===== config.mk =====
export PLATFORM = sky130hd
export DESIGN_NAME = hold_prio_arb
export DESIGN_NICKNAME = d
export VERILOG_FILES = /design/src/rtl/hold_prio_arb.sv
export SDC_FILE = /design/constraint.sdc
export NUM_CORES = 1
export LEC_CHECK = 0
export CAP_MARGIN = 15
export CORE_AREA = 2 2 39 41
export CTS_CLUSTER_SIZE = 40
export DETAILED_ROUTE_END_ITERATION = 6
export DIE_AREA = 0 0 41 43
export GPL_TIMING_DRIVEN = 0
export PLACE_DENSITY = 0.65
export SYNTH_ARGS = -nofsm -noshare
export SYNTH_HDL_FRONTEND = slang
export SYNTH_SLANG_ARGS = --single-unit
export TNS_END_PERCENT = 10

===== constraint.sdc =====
create_clock -name clk -period 1.8 [get_ports clk]
set_input_delay 0.45 -clock clk [delete_from_list [all_inputs] [get_ports clk]]
set_output_delay 0.45 -clock clk [all_outputs]
set_load 0.05 [all_outputs]

===== src/rtl/hold_prio_arb.sv =====
module hold_prio_arb #(
  parameter int N = 5
) (
  input  logic         clk,
  input  logic         rst,
  input  logic [N-1:0] req,
  output logic [N-1:0] gnt
);
  localparam int SW = $clog2(N + 1);
  localparam logic [SW-1:0] IDLE = '0;

  logic [SW-1:0] state, pick, nxt;
  logic          held;

  always_comb begin
    pick = IDLE;
    for (int k = N - 1; k >= 0; k--)
      if (req[k]) pick = SW'(k + 1);
  end

  assign held = (state != IDLE) && req[state - SW'(1)];
  assign nxt  = held ? state : pick;

  always_ff @(posedge clk)
    if (rst) state <= IDLE;
    else     state <= nxt;

  for (genvar k = 0; k < N; k++) begin : g_dec
    assign gnt[k] = (state == SW'(k + 1));
  end

  p_onehot_r6: assert property (@(posedge clk) $onehot0(gnt));

  p_reset_r1: assert property (@(posedge clk) rst |=> (gnt == '0));

  p_hold_r3: assert property (@(posedge clk) disable iff (rst)
    ((gnt & req) != '0) |=> $stable(gnt));

  p_idle_r5: assert property (@(posedge clk) disable iff (rst)
    (req == '0) |=> (gnt == '0));

  p_legal_r7: assert property (@(posedge clk) disable iff (rst)
    (gnt != '0) |-> (($past(req) & gnt) == gnt));

  p_prio_r2: assert property (@(posedge clk) disable iff (rst)
    ((gnt == '0) && (req != '0)) |=> (gnt == (($past(req)) & (~($past(req)) + 1'b1))));
endmodule


# After elaboration in Yosys (flattened, before gate mapping)
# Index checks and enable logic that the tools add are counted.
classes:
  n_addsub: 1
  n_eq_ne: 5
  n_mux: 7
  magnitude_cmp: 1
  reduce_logical: 2
ops:
  columns: ["op", "count"]
  rows:
  - ["3-bit 2-to-1 mux", 5]
  - ["3-bit by 2-bit == test with 1-bit output, second input constant", 2]
  - ["3-bit == test, second input constant", 2]
  - ["3-bit by 4-bit less-than comparator with 1-bit output, second input constant", 1]
  - ["1-bit binary-select mux with 3-bit select", 1]
  - ["3-bit by 1-bit == test with 1-bit output, second input constant", 1]
  - ["3-bit nonzero test", 1]
  - ["3-bit by 1-bit subtractor with 3-bit output, second input constant", 1]
  - ["1-bit logical AND", 1]
  - ["1-bit 2-to-1 mux", 1]
totals:
  inputBits: 7
  regBits: 3

# Depth between registers and ports, before layout
logic_depth:
  depth_word: 5
  mapped_depth: 6
  ltp_nobuf: 6

# Least setup slack after synthesis
# OpenSTA, ideal clock, no wires.
synth_timing:
  path_kind: "register -> register"
  start: "register state[0]"
  end: "register state[1]"
  stages_incl_launch_ff: 7
  path_slack_ns: -0.028
  path_buffers: 0
  required_time_ns: 1.730
  arrival_time_ns: 1.758
  period_less_slack_ns: 1.828
  cell_sequence: "dfxtp_1 > inv_1 > ha_1 > mux4_2 > a21boi_4 > or4_1 > a21oi_1"
synth_via:
  elab_chain_len: 4
  elab_cells_between_ends: 5
synth_lines:
  columns: ["item", "line", "text"]
  rows:
  - ["start, declared", "12", "logic [SW-1:0] state, pick, nxt;"]
  - ["start signal, assigned", "26", "else state <= nxt;"]
  - ["3-bit by 1-bit subtractor with 3-bit output", "21", "assign held = (state != IDLE) && req[state - SW'(1)];"]
  - ["1-bit binary-select mux with 3-bit select", "21", null]
  - ["1-bit 2-to-1 mux (implied by the code)", "21", null]
  - ["1-bit logical AND (*)", "21", null]
# Mark *: on every way between the ends. The rest lies on a longest branch, timed or not. The select of a mux whose other input is x is not followed.
# A chain may end at the register's enable or synchronous reset.

# Worst setup path in the final report
# Ends and elaborated chain as after synthesis.

==> results.md <==
- Outcome: completed
- Crit path DAT: roughly 1900 ps
- CP endpoint kind: register
- HPWL Detailed: approximately 550 um
- ANT cells: 0
- Gpl congestion: between 0.7 and 0.8
- Crit path kind: register to register
- Comb power frac: 0.436
- Fin crit period: 1751 ps
- Die Height: between 40 and 50 um
- TritonCTS clock tree: built
- Max-slew violation count: 0
- Core Util, Final: 0.3852
- IO Count: 12
- Highest fanout seen on the critical path: 5
- Die width: 41 um
- # Max-Cap Violations: 0
- Core Box Area: 1384 sq um
- Port Buffers: 11
- Clock power frac: 0.330
- Tot Pwr: 350.1 uW
- Power per Cell Area: ~660 nW/um^2
- Post-synthesis cell count: a little over 40
- CTS Buf Count: 3
- Yosys reg bits: 3
- Biggest register: state
- Peak VDD IR: 314.7 uV
- Switch share: 0.3391
- Largest register FFs: 3
- Pin count of the biggest net entering global routing: 11
- Area of the mapped netlist: approximately 360 sq um
- First drt pass iteration count: 1
- Area growth from synthesis to layout: 46.90%
- Initial DRC Count: 0
- Number of nets in the layout: 70
- First-pass GRT wire length: 1124 um
- DR vias: about 330
- Clock buffer depth: 2
- Root Driver: clkbuf_4
- Crit path required time: 1960 ps
- Share of post-route cells with drive strength above 1: 0.3684
- Clock sinks: 3
- WL final: between 600 and 700 um
- Area of the die: approximately 1800 sq um
- Register area share after synthesis: 0.1655
- Vias per std cell: roughly 4.5
- Initial antenna violation count: 0
- Setup crit start kind: register
- Library cells used by synthesis: 24
- Synth async-reset ratio: 0
- Routed WL per cell: around 9.5 um
- Worst-Margin Slew: 276.2 ps
- Std cell rows: 14
- Regs by FF count: state x3
- Reg power frac: 0.234
- EDFF count, synth: 0
- Place WS: -410.5 ps
- CTS Hold Bufs: 0
- Unrepaired setup endpoints after global routing: yes
- Main synth FF type: dfxtp_1
- DRT antenna net count: 0
- Hold Fails Final Rpt: 0
- Final Skew: roughly 3.3 ps
- Worst R2R Setup Slack: ~50 ps
- GRT Overall Usage: 0.09428
- Worst setup margin: roughly 49 ps
- Final setup fails: 0
- P_sw: ~120 uW
- Clock slew at reported path FFs: about 40 ps
- FMAX: ~570 MHz
- Initial Utilization: 0.2622
- Fillers: between 150 and 200
- Pleak: ~0.00024 uW
- Vias in the first global route: 305
- DRC Markers: 0
- Power Internal: approximately 230 uW
- Yosys warnings: 0
- H-tree depth: 1
- Fin crit share: 0.9726
- Avg Inst Size Synth: between 8 and 9 sq um
- Post-route setup TNS: 0 ps
- Clock latency on the worst-skew pair: roughly 230 ps
- Hold WC Path Type: register to register
- Global route overflow: 0
- Net Count, Synth: 53
- Slew margin rel.: 0.8167
through the flow:
| step | hold slack, ps | instance area, sq um | cells |
|---|---|---|---|
| after floorplan | 476.5 | 364.1 | 41 |
| after global placement | 517.8 | 494.2 | 68 |
| after detailed placement | 514.0 | 494.2 | 68 |
| after CTS | 502.4 | 536.8 | 73 |
| after global routing | 544.3 | 533.0 | 73 |
| final | 504.2 | 533.0 | 73 |
synth_stat cells (2+ instances only):
library cell  number  area, sq um
o21ai_0            2        10.01
dfxtp_1            3        60.06
and2_1             2        12.51
nor4_1             2        12.51
o21a_1             2        15.01
mux2i_1            3        30.03
a21oi_1            2        10.01
inv_1              3        11.26
ha_1               5        62.56
nor2b_1            3        18.77
metal layers:
metal,global-route usage,vias up,share of wire
met5,0,-,0
met4,0.06000,0,0
met3,0.03141,0,0.049
met2,0.1500,8,0.51
met1,0.09936,141,0.44
li1,-,178,-
cell type report:
cell class | instances | area, sq um | share of cell area
Clock buffer | 4 | 26.28 | 0.04930
Tap cell | 16 | 20.02 | 0.03756
Timing Repair Buffer | 12 | 100.1 | 0.1878
Multi-Input combinational cell | 34 | 302.8 | 0.5681
Sequential cell | 3 | 65.06 | 0.1221
Inverter | 3 | 13.76 | 0.02582
Buffer | 1 | 5.005 | 0.009390
power groups by stage:
stage	Sequential, uW	Combinational, uW	Clock [uW]
floorplan	79.3	107	0
global placement	81.0	147	0
detailed placement	81.1	149	0
CTS	81.0	154	124
global route	83.3	166	132
finish	82.1	153	115
layout by cell type, fill, tap and decap left out, types with 2 or more instances in the layout:
master           synthesis  routed
a21oi_1                  2       2
and2_1                   2       2
buf_2                    0       3
clkbuf_4                 0       3
clkdlybuf4s15_2          0       2
clkdlybuf4s50_1          0       2
dlygate4sd2_1            0       4
ha_1                     5       3
mux2i_1                  3       3
nor2b_1                  3       3
nor4_1                   2       2
o21a_1                   2       2
o21ai_0                  2       2
worst max-delay path, stage by stage (launching register included):
cell	delay [ps]
dfxtp_4	380
inv_4	60
ha_4	260
mux4_2	320
a21boi_4	160
or4_1	390
a21oi_1	120
cell families after synthesis:
logic type      after synthesis  share of synthesized area
flops                         3                     0.1655
buf+inv                       4                    0.04137
mux                           5                     0.1759
simple gates                 16                     0.2759
fa+ha+maj                     5                     0.1724
compound gates                8                     0.1690
path summary, 6_finish.rpt:
kind                               start  endpoint  cells past startpoint
worst min register to register  state[1]  state[1]                      2
worst min-delay path            state[1]  state[1]                      2
worst max register to register  state[0]  state[1]                      6
worst max-delay path            state[0]  state[1]                      6
what timing repair did:
action                                  CTS  global route
setup buffers                             1             0
endpoints found under the setup margin    7             4
resized for setup                        29             4
pin swaps                                 1             0
Power figures use the tool's default switching activity.
